[config.mk]
export PLATFORM = sky130hd
export DESIGN_NAME = intx_aggregator
export DESIGN_NICKNAME = d
export VERILOG_FILES = /design/src/rtl/intx_pkg.sv /design/src/rtl/intx_level_tracker.sv /design/src/rtl/intx_router.sv /design/src/rtl/intx_line_counter.sv /design/src/rtl/intx_aggregator.sv
export SDC_FILE = /design/constraint.sdc
export NUM_CORES = 1
export LEC_CHECK = 0
export BUFFER_PORTS_ARGS = -buffer_cell sky130_fd_sc_hd__buf_4
export CAP_MARGIN = 20
export CORE_MARGIN = 1
export CORE_UTILIZATION = 45
export DETAILED_ROUTE_END_ITERATION = 10
export HOLD_SLACK_MARGIN = 0.03
export MAX_ROUTING_LAYER = met4
export PLACE_DENSITY = 0.75
export SYNTH_ARGS = -nofsm -noshare
export SYNTH_HDL_FRONTEND = slang
export SYNTH_SLANG_ARGS = --single-unit
[constraint.sdc]
create_clock -name clk -period 4.9 [get_ports clk]
set_input_delay 0.245 -clock clk [delete_from_list [all_inputs] [get_ports clk]]
set_output_delay 0.245 -clock clk [all_outputs]
set_load 0.05 [all_outputs]
[src/rtl/intx_pkg.sv]
package intx_pkg;
  localparam int PINS_PER_DEV = 4;

  function automatic int rotate_pin(input int dev, input int pin, input int modulus);
    return (dev + pin) % modulus;
  endfunction
endpackage

[src/rtl/intx_level_tracker.sv]
module intx_level_tracker #(
  parameter int N_SRC = 8
) (
  input  logic             clk,
  input  logic             rst,
  input  logic [N_SRC-1:0] level,
  output logic [N_SRC-1:0] rise,
  output logic [N_SRC-1:0] fall
);
  logic [N_SRC-1:0] seen_q;

  always_ff @(posedge clk) begin
    if (rst) seen_q <= '0;
    else     seen_q <= level;
  end

  assign rise = level & ~seen_q;
  assign fall = ~level & seen_q;
endmodule

[src/rtl/intx_router.sv]
module intx_router
  import intx_pkg::*;
#(
  parameter int NUM_DEV     = 4,
  parameter int NUM_SUB     = 4,
  parameter int BRIDGE_SLOT = 6,
  parameter int NUM_LINES   = 4,
  parameter int CNT_W       = 6
) (
  input  logic [(NUM_DEV+NUM_SUB)*PINS_PER_DEV-1:0] rise,
  input  logic [(NUM_DEV+NUM_SUB)*PINS_PER_DEV-1:0] fall,
  output logic [NUM_LINES-1:0][CNT_W-1:0]           inc_sum,
  output logic [NUM_LINES-1:0][CNT_W-1:0]           dec_sum
);
  localparam int N_ROOT = NUM_DEV * PINS_PER_DEV;
  localparam int N_SRC  = (NUM_DEV + NUM_SUB) * PINS_PER_DEV;

  logic [N_SRC-1:0][NUM_LINES-1:0] sel;

  for (genvar k = 0; k < N_SRC; k++) begin : g_map
    localparam int PIN = k % PINS_PER_DEV;
    localparam int LN  = (k < N_ROOT)
      ? rotate_pin(k / PINS_PER_DEV, PIN, NUM_LINES)
      : rotate_pin(BRIDGE_SLOT,
                   rotate_pin((k - N_ROOT) / PINS_PER_DEV, PIN, PINS_PER_DEV),
                   NUM_LINES);
    assign sel[k] = NUM_LINES'(1) << LN;
  end

  always_comb begin
    for (int l = 0; l < NUM_LINES; l++) begin
      inc_sum[l] = '0;
      dec_sum[l] = '0;
      for (int k = 0; k < N_SRC; k++) begin
        inc_sum[l] = inc_sum[l] + CNT_W'(rise[k] & sel[k][l]);
        dec_sum[l] = dec_sum[l] + CNT_W'(fall[k] & sel[k][l]);
      end
    end
  end
endmodule

[src/rtl/intx_line_counter.sv]
module intx_line_counter #(
  parameter int CNT_W = 6
) (
  input  logic             clk,
  input  logic             rst,
  input  logic [CNT_W-1:0] inc,
  input  logic [CNT_W-1:0] dec,
  output logic [CNT_W-1:0] cnt,
  output logic             line
);
  logic [CNT_W-1:0] cnt_n;

  assign cnt_n = cnt + inc - dec;

  always_ff @(posedge clk) begin
    if (rst) begin
      cnt  <= '0;
      line <= 1'b0;
    end else begin
      cnt  <= cnt_n;
      line <= (cnt_n != '0);
    end
  end
endmodule

[src/rtl/intx_aggregator.sv]
module intx_aggregator
  import intx_pkg::*;
#(
  parameter int NUM_DEV     = 4,
  parameter int NUM_SUB     = 4,
  parameter int BRIDGE_SLOT = 6,
  parameter int NUM_LINES   = 4
) (
  input  logic                            clk,
  input  logic                            rst,
  input  logic [NUM_DEV*PINS_PER_DEV-1:0] root_pins,
  input  logic [NUM_SUB*PINS_PER_DEV-1:0] sub_pins,
  output logic [NUM_LINES-1:0]            irq_line
);
  localparam int N_SRC = (NUM_DEV + NUM_SUB) * PINS_PER_DEV;
  localparam int CNT_W = $clog2(N_SRC + 1);

  logic [N_SRC-1:0]                rise, fall;
  logic [NUM_LINES-1:0][CNT_W-1:0] inc_sum, dec_sum, line_cnt;

  intx_level_tracker #(.N_SRC(N_SRC)) u_track (
    .clk  (clk),
    .rst  (rst),
    .level({sub_pins, root_pins}),
    .rise (rise),
    .fall (fall)
  );

  intx_router #(
    .NUM_DEV    (NUM_DEV),
    .NUM_SUB    (NUM_SUB),
    .BRIDGE_SLOT(BRIDGE_SLOT),
    .NUM_LINES  (NUM_LINES),
    .CNT_W      (CNT_W)
  ) u_route (
    .rise   (rise),
    .fall   (fall),
    .inc_sum(inc_sum),
    .dec_sum(dec_sum)
  );

  for (genvar l = 0; l < NUM_LINES; l++) begin : g_line
    intx_line_counter #(.CNT_W(CNT_W)) u_cnt (
      .clk (clk),
      .rst (rst),
      .inc (inc_sum[l]),
      .dec (dec_sum[l]),
      .cnt (line_cnt[l]),
      .line(irq_line[l])
    );
  end
endmodule

Yosys cells after proc, flatten, opt, wreduce, memory -nomap -nowiden. Cells that the tools add are included.

Bitwise logic cells: 4. Add/subtract/negate cells: 64. Reduce and logical (&&, ||, !) cells: 4.

Operators by type and width (number): $add A6 B1 Y6 (40); $and A32 B32 Y32 (2); $not A32 Y32 (2); $add A6 B6 Y6 (4); $reduce_bool A6 Y1 (4); $sub A6 B6 Y6 (4); $add A1 B1 Y2 (8); $add A5 B1 Y6 (2); $add A4 B1 Y5 (2); $add A3 B1 Y4 (2); $add A2 B1 Y3 (2).

Logic and storage cells: 81. Bits in registers: 60.

Logic depth before layout (Yosys ltp). Gate-level depths: netlist (run 1).

Depth in word-level cells: 12. Depth in mapped cells: 17. Depth with buffers taken out: 17.

Cells and area by module. Synthesis (run 1) repeated with hierarchy kept, for this count alone.

Cell total of the unflattened synthesis: 545. Area total of the unflattened synthesis: 4991.0 um^2.

By module, submodules not included: intx_line_counter (cells each 59, seq. area each 140.1 um^2, instances 4, area an instance 541.8 um^2); intx_router (cells each 178, seq. area each 0.0 um^2, instances 1, area an instance 1549.0 um^2); intx_level_tracker (cells each 131, seq. area each 640.6 um^2, instances 1, area an instance 1275.0 um^2).

Least setup slack after synthesis (run 1). OpenSTA, ideal clock, no wires.

Path type: reg2reg. Start: reg u_track.seen_q[0]. End: reg g_line[0].u_cnt.line. Arrival time: 4.311 ns. Cell stages (with the launch flop): 17. Path slack: 0.451 ns. Library setup time: 0.138 ns. Cell sequence: dfxtp_1 > nor2b_1 > ha_1 > inv_1 > fa_1 > fa_1 > fa_1 > inv_1 > fa_1 > inv_1 > fa_1 > ha_1 > fa_1 > a21o_1 > a21oi_2 > xnor2_1 > a41oi_1.

Cells in the longest elaborated chain, start to end: 12. Elaborated cells between the ends (all ways): 20. Those cells by class: 16 x add/sub; 3 x bitwise; 1 x reduce/logical.

RTL lines: start: declaration (line intx_level_tracker.sv:10) `logic [N_SRC-1:0] seen_q;`; start signal: assignment (line intx_level_tracker.sv:14) `else seen_q <= level;`; $not A32 Y32 (line intx_level_tracker.sv:17) `assign rise = level & ~seen_q;`; $and A32 B32 Y32 (line intx_level_tracker.sv:17); $add A1 B1 Y2 (line intx_router.sv:35) `inc_sum[l] = inc_sum[l] + CNT_W'(rise[k] & sel[k][l]);`; $add A6 B1 Y6 (6 in a row) (line intx_router.sv:35); $add A6 B6 Y6 (line intx_line_counter.sv:13) `assign cnt_n = cnt + inc - dec;`; $sub A6 B6 Y6 * (line intx_line_counter.sv:13); $reduce_bool A6 Y1 * (line intx_line_counter.sv:21) `line <= (cnt_n != '0);`; end signal: assignment (line intx_line_counter.sv:21); end: declaration (line intx_line_counter.sv:9) `output logic line`.

Mark *: on every way between the ends. The rest lies on a longest branch, timed or not. A chain may end at the register's enable or synchronous reset.

Final worst setup path (run 1).
Start: reg u_track.seen_q[5]. End: reg g_line[2].u_cnt.line.

Cells in the longest elaborated chain, start to end: 12. Elaborated cells between the ends (all ways): 20. Those cells by class: 16 x add/sub; 3 x bitwise; 1 x reduce/logical.

RTL lines (line): $not A32 Y32 (intx_level_tracker.sv:17); $and A32 B32 Y32 (intx_level_tracker.sv:17); $add A1 B1 Y2 (intx_router.sv:35); $add A6 B1 Y6 (6 in a row) (intx_router.sv:35); $add A6 B6 Y6 (intx_line_counter.sv:13); $sub A6 B6 Y6 * (intx_line_counter.sv:13); $reduce_bool A6 Y1 * (intx_line_counter.sv:21); end signal: assignment (intx_line_counter.sv:21); end: declaration (intx_line_counter.sv:9).

Marked as above.

==> impl_metrics.json, run 1 <==
{
  "status": "finished, final reports clean",
  "synth_compound_area_frac": 0.0323,
  "grt_pass1_vias": 2687,
  "leakage_nw": 2.24,
  "end_kind": "flip-flop",
  "worst_slew_pin_slew_ns": 0.632,
  "final_cell_mix": "nor2b_1, inv_1, dfxtp_1",
  "grt_max_degree": 61,
  "final_common_cell": "nor2b_1",
  "wl_per_cell_um": 11.4,
  "drc_errors": 0,
  "start_kind": "flip-flop",
  "slew_headroom": 0.579,
  "yosysTopAreaCellShare": 0.285,
  "num_antenna_cells": 0,
  "hold_class": "in -> reg",
  "fin_util": 0.534,
  "htreeDepth": 3,
  "io_buffer_count": 37,
  "power_density_mw_per_mm2": 645,
  "p_sw_frac": 0.418,
  "syn_nets": 541,
  "clkPwrFrac": 0.130,
  "syn_to_final_growth_pct": 12.5,
  "crit_fanout": 2,
  "rows": 34,
  "ys_types": 18,
  "r2r_start": "u_track.seen_q[5]",
  "finalHoldViolCount": 0,
  "postCtsHoldBufs": 0,
  "postCtsResizedCells": 0,
  "synth_area_mm2": 0.00422,
  "antenna_found_initial": 0,
  "clock_latency_ns": 0.34,
  "timing.setup.tns_ns": 0,
  "drtPass1Iterations": 4,
  "synth_top_family_by_area": "adder cells",
  "finalMaxSlewViolations": 0,
  "vdd_ir_drop_max_mv": 0.353,
  "clockBufferDepth": 2,
  "cap_viol_max_count": 0,
  "numCtsBuffers": 9,
  "start_util": 0.475,
  "combPwrFrac": 0.655,
  "yosys-top-cells-area": "dfxtp_1, fa_1, ha_1",
  "drt.antenna.violating_nets": 0,
  "overflow": 0,
  "die-width_um": 98.8,
  "fin_nets": 579,
  "fin_skew_ns": 0.00703,
  "grt_usage": 0.156,
  "dpl.cell_count": 541,
  "synth-seq-cells": 60,
  "cts_root_buffer": "clkbuf_8",
  "clock-sinks": 60,
  "seqPwrFrac": 0.216,
  "core-area_mm2": 0.00889,
  "p_int_mw": 1.78,
  "drive_gt1_frac": 0.118,
  "grt_pass1_wl_um": 11400,
  "seq_area_frac_synth": 0.285,
  "cts_tree": "built",
  "nFillCells": 786,
  "power_switching_mw": 1.28,
  "fp.dieH_um": 98.8,
  "netlist_instances": 406,
  "fin_crit_ns": 4.65,
  "worstSetupPathType": "reg -> reg",
  "rsz0062_at_grt": "false",
  "route.vias.total": 2567,
  "vias_per_cell": 4.62,
  "num_io_pins": 38,
  "avgSynthCellArea_um2": 10.4,
  "fmax_mhz": 215,
  "dr.first_iter.drc_count": 54,
  "gp_congestion": 0.771,
  "dieArea_mm2": 0.00977,
  "synth-simple-area-share": 0.179,
  "ys_warn_count": 0,
  "synthAdderAreaFrac": 0.387,
  "synth-xor-area-share": 0.0457,
  "postCtsSetupBuffers": 0,
  "yosysTopAreaCell": "dfxtp_1",
  "total_power_mw": 3.06,
  "fin_crit_sh": 0.950,
  "cp.required_ns": 5.09,
  "setup_viol": 0,
  "fin_cells": 556,
  "synth_mux_area_frac": 0,
  "cp-startpoint": "u_track.seen_q[5]",
  "wirelength_um": 6330,
  "crit_arrival_ns": 4.84,
  "cts.clk_slew.worst_paths_ns": 0.07,
  "post-dp-hpwl_um": 5060,
  "holdCritStartpoint": "root_pins[6]"
}
Yosys cell counts:
| cell type | count |
|---|---|
| nor2b_1 | 80 |
| inv_1 | 66 |
| dfxtp_1 | 60 |
| ha_1 | 52 |
| fa_1 | 49 |
| nand2b_1 | 28 |
| nor2_1 | 16 |
| xnor2_1 | 14 |
| xor2_1 | 8 |
| a21o_1 | 7 |
| clkbuf_1 | 6 |
| a21oi_1 | 5 |
| buf_4 | 4 |
| a21oi_2 | 3 |
| a41oi_1 | 3 |
| nor3_1 | 3 |
| a31oi_1 | 1 |
| and3_1 | 1 |
per-layer routing:
| metal | GRT usage | routed length (um) | vias to the layer above |
|---|---|---|---|
| met2 | 0.239 | 3040 | 29 |
| met5 | - | 0 | - |
| met3 | 0.0418 | 177 | 12 |
| met4 | 0.0700 | 125 | 0 |
| li1 | - | - | 1310 |
| met1 | 0.193 | 2980 | 1216 |
final cells by class:
type                       instances  area [um^2]  share of cell area
clock buffer                      13          159              0.0335
tap                              108          135              0.0285
multi-input combinational        270         2720               0.572
timing repair buffer              37          278              0.0585
sequential                        60         1200               0.253
clock inverter                     2         10.0             0.00211
inverter                          66          248              0.0522
kinds of logic after synthesis:
| logic type | after synthesis |
|---|---|
| xor gates and xnor gates | 22 |
| DFF | 60 |
| AOI/OAI and AO/OA | 19 |
| adders and majority gates | 101 |
| buffers and inverters | 76 |
| and+or+nand+nor | 128 |
path summary, 6_finish.rpt:
| check | to | slack [ns] | cells after the start |
|---|---|---|---|
| worst max-delay path | g_line[2].u_cnt.line | 0.25 | 16 |
| worst min-delay path | u_track.seen_q[6] | 0.12 | 2 |
| worst min register to register | g_line[0].u_cnt.cnt[0] | 0.59 | 2 |
| worst max register to register | g_line[2].u_cnt.line | 0.25 | 16 |
worst max-delay path: stages (launching register included):
cell and delay (ns):
dfxtp_1 0.31, nor2b_1 0.13, ha_1 0.27, inv_1 0.05
fa_1 0.52, fa_1 0.44, fa_1 0.54, inv_1 0.05
fa_1 0.42, inv_1 0.08, fa_1 0.42, ha_1 0.24
fa_1 0.41, a21o_1 0.19, a21oi_2 0.14, xnor2_1 0.16
a41oi_1 0.15
metrics by stage:
step	setup WS, ns	hold slack, ns	area (um^2)
floorplan	0.451	0.373	4220
detailed placement	0.231	0.478	4580
global placement	0.256	0.470	4580
CTS	0.223	0.108	4750
global route	0.0187	0.109	4750
finish	0.246	0.124	4750
power groups by stage:
stage | Clock (mW) | Combinational (mW) | Sequential (mW)
6_report | 0.398 | 2.01 | 0.661
5_1_grt | 0.437 | 2.32 | 0.672
4_1_cts | 0.412 | 2.05 | 0.663
3_5_place_dp | 0 | 2.02 | 0.673
3_3_place_gp | 0 | 1.94 | 0.670
2_1_floorplan | 0 | 1.64 | 0.660
state kept, by name, indices dropped and copies added (netlist names):
register           count
g_line.u_cnt.line      4
u_track.seen_q        32
g_line.u_cnt.cnt      24
No activity file was read; power rests on OpenSTA's default activity.
==> inputs of run 2 (changes only) <==
--- a/config.mk
+++ b/config.mk
@@ -7,12 +7,13 @@
 export LEC_CHECK = 0
 export BUFFER_PORTS_ARGS = -buffer_cell sky130_fd_sc_hd__buf_4
 export CAP_MARGIN = 20
+export CORE_ASPECT_RATIO = 0.9
 export CORE_MARGIN = 1
-export CORE_UTILIZATION = 45
+export CORE_UTILIZATION = 40
 export DETAILED_ROUTE_END_ITERATION = 10
 export HOLD_SLACK_MARGIN = 0.03
 export MAX_ROUTING_LAYER = met4
-export PLACE_DENSITY = 0.75
+export PLACE_DENSITY = 0.69
 export SYNTH_ARGS = -nofsm -noshare
 export SYNTH_HDL_FRONTEND = slang
 export SYNTH_SLANG_ARGS = --single-unit
==> run 2 against run 1 <==
Combinational power about the same. Clock skew decreased by 0.0017 ns. First-iteration DRC count increased by 5.6%. Worst hold slack improved by 0.021 ns. Final area increased by 4.1%. Die area increased by 12%. Critical path depth decreased by 2. Sequential power about the same. Routed wire length increased by 3.8%. Clock power increased by 78%. Maximum frequency decreased by 0.82%. Global-route usage decreased by 1.0 points. Largest power group unchanged. Highest routed layer unchanged.
==> impl_metrics.json, run 2 (same netlist as run 1, synthesis figures left out) <==
{
  "cpPeakStageDelay_ns": 0.59,
  "cts.clk_slew.worst_paths_ns": 0.05,
  "worstSetupPathType": "reg -> reg",
  "busiest_layer": "met2",
  "fmax_mhz": 213,
  "antenna_found_initial": 0,
  "overflow": 0,
  "end_kind": "flip-flop",
  "met1_usage": 0.176,
  "start_kind": "flip-flop",
  "finalHoldViolCount": 0,
  "fin_util": 0.482,
  "rows": 35,
  "setup_viol": 0,
  "final_common_cell": "nor2b_1",
  "num_io_pins": 38,
  "crit_arrival_ns": 4.87,
  "wl_per_cell_um": 11.4,
  "vdd_ir_drop_max_mv": 0.280,
  "hold_class": "in -> reg",
  "crit_path_top_delay_cell": "fa_1",
  "rsz0062_at_grt": "false",
  "route.vias.total": 2554,
  "dieArea_mm2": 0.0110,
  "gr-usage-met3": 0.0400,
  "timing.setup.tns_ns": 0,
  "clock-sinks": 60,
  "worst_slew_pin_slew_ns": 0.653,
  "numCtsBuffers": 9,
  "grt_usage": 0.146,
  "final_cell_mix": "nor2b_1, inv_1, dfxtp_1",
  "htreeDepth": 3,
  "cp.required_ns": 5.07,
  "crit_fanout": 2,
  "slew_headroom": 0.565,
  "grt_max_degree": 61,
  "cp_cell_sequence": "nor2b_1, ha_1, inv_1, fa_1, fa_1, fa_1, fa_1, fa_1, ha_1, fa_1, a21o_1, a21oi_2, xnor2_1, a41oi_1",
  "clock_latency_ns": 0.33,
  "post-dp-hpwl_um": 5110,
  "cp_common_cell": "fa_1",
  "grt_pass1_wl_um": 11800,
  "cts_root_buffer": "clkbuf_16",
  "dr.first_iter.drc_count": 57,
  "leakage_nw": 2.32,
  "top_regs": "u_track.seen_q x32, g_line.u_cnt.cnt x24, g_line.u_cnt.line x4",
  "drt.antenna.violating_nets": 0,
  "drtPass1Iterations": 4,
  "drc_errors": 0,
  "fin_crit_sh": 0.958,
  "vias_per_cell": 4.42,
  "fin_nets": 579,
  "regMostFlops": "u_track.seen_q",
  "fin_crit_ns": 4.69,
  "status": "finished, final reports clean",
  "io_buffer_count": 37,
  "fp.dieH_um": 99.4,
  "core-area_mm2": 0.0102,
  "syn_to_final_growth_pct": 17.1,
  "postCtsResizedCells": 0,
  "grt_use_met2": 0.229,
  "power_density_mw_per_mm2": 683,
  "start_util": 0.412,
  "postCtsHoldBufs": 0,
  "cap_viol_max_count": 0,
  "finalMaxSlewViolations": 0,
  "drive_gt1_frac": 0.125,
  "fin_skew_ns": 0.00529,
  "cts_tree": "built",
  "num_antenna_cells": 0,
  "postCtsSetupBuffers": 0,
  "nFillCells": 971,
  "wirelength_um": 6560,
  "grt_pass1_vias": 2760,
  "gp_congestion": 0.831,
  "die-width_um": 110,
  "largest_reg_flops": 32,
  "clockBufferDepth": 2
}
==> run 2: critical path: cells and delay by family (launching register included) <==
family	cells	cell delay [ns]
buffers and inverters	1	0.06
AO/OA/AOI/OAI	3	0.50
flip-flops	1	0.30
XOR/XNOR	1	0.16
adder cells (fa/ha/maj)	8	3.40
AND/OR/NAND/NOR	1	0.13
==> run 2: final timing paths <==
kind | slack [ns] | cells after the start | to | from
hold reg to reg | 0.59 | 2 | g_line[1].u_cnt.cnt[0] | g_line[1].u_cnt.cnt[0]
hold / removal | 0.15 | 2 | u_track.seen_q[5] | root_pins[5]
setup reg to reg | 0.21 | 14 | g_line[0].u_cnt.line | u_track.seen_q[7]
setup / recovery | 0.21 | 14 | g_line[0].u_cnt.line | u_track.seen_q[7]
==> run 2: power breakdown <==
part / total, mW / internal, mW / switching [mW]
Combinational: 2.01 / 0.961 / 1.05
Sequential: 0.662 / 0.614 / 0.0486
Clock: 0.707 / 0.485 / 0.222
Total: 3.38 / 2.06 / 1.32
==> run 2: area by class of cell <==
cell class / instances / area (um^2) / area share
multi-input combinational: 270 / 2720 / 0.550
sequential: 60 / 1200 / 0.243
timing repair buffer: 37 / 278 / 0.0562
clock buffer: 12 / 267 / 0.0539
inverter: 66 / 248 / 0.0501
tap: 129 / 161 / 0.0327
clock inverter: 4 / 70.1 / 0.0142
==> run 2: per-layer routing <==
layer,share of wire,vias to the layer above
met5,0,-
met4,0.018,0
met3,0.034,9
met2,0.49,28
met1,0.46,1206
li1,-,1311
==> run 2: through the flow <==
stage	setup WS [ns]	power (mW)	hold WS, ns	std cells	instance area (um^2)
after floorplan	0.451	2.30	0.373	406	4220
after global placement	0.254	2.62	0.471	562	4610
after detailed placement	0.212	2.70	0.479	562	4610
after CTS	0.173	3.44	0.135	578	4940
after global routing	0.0235	3.76	0.139	578	4940
final	0.208	3.38	0.145	578	4940
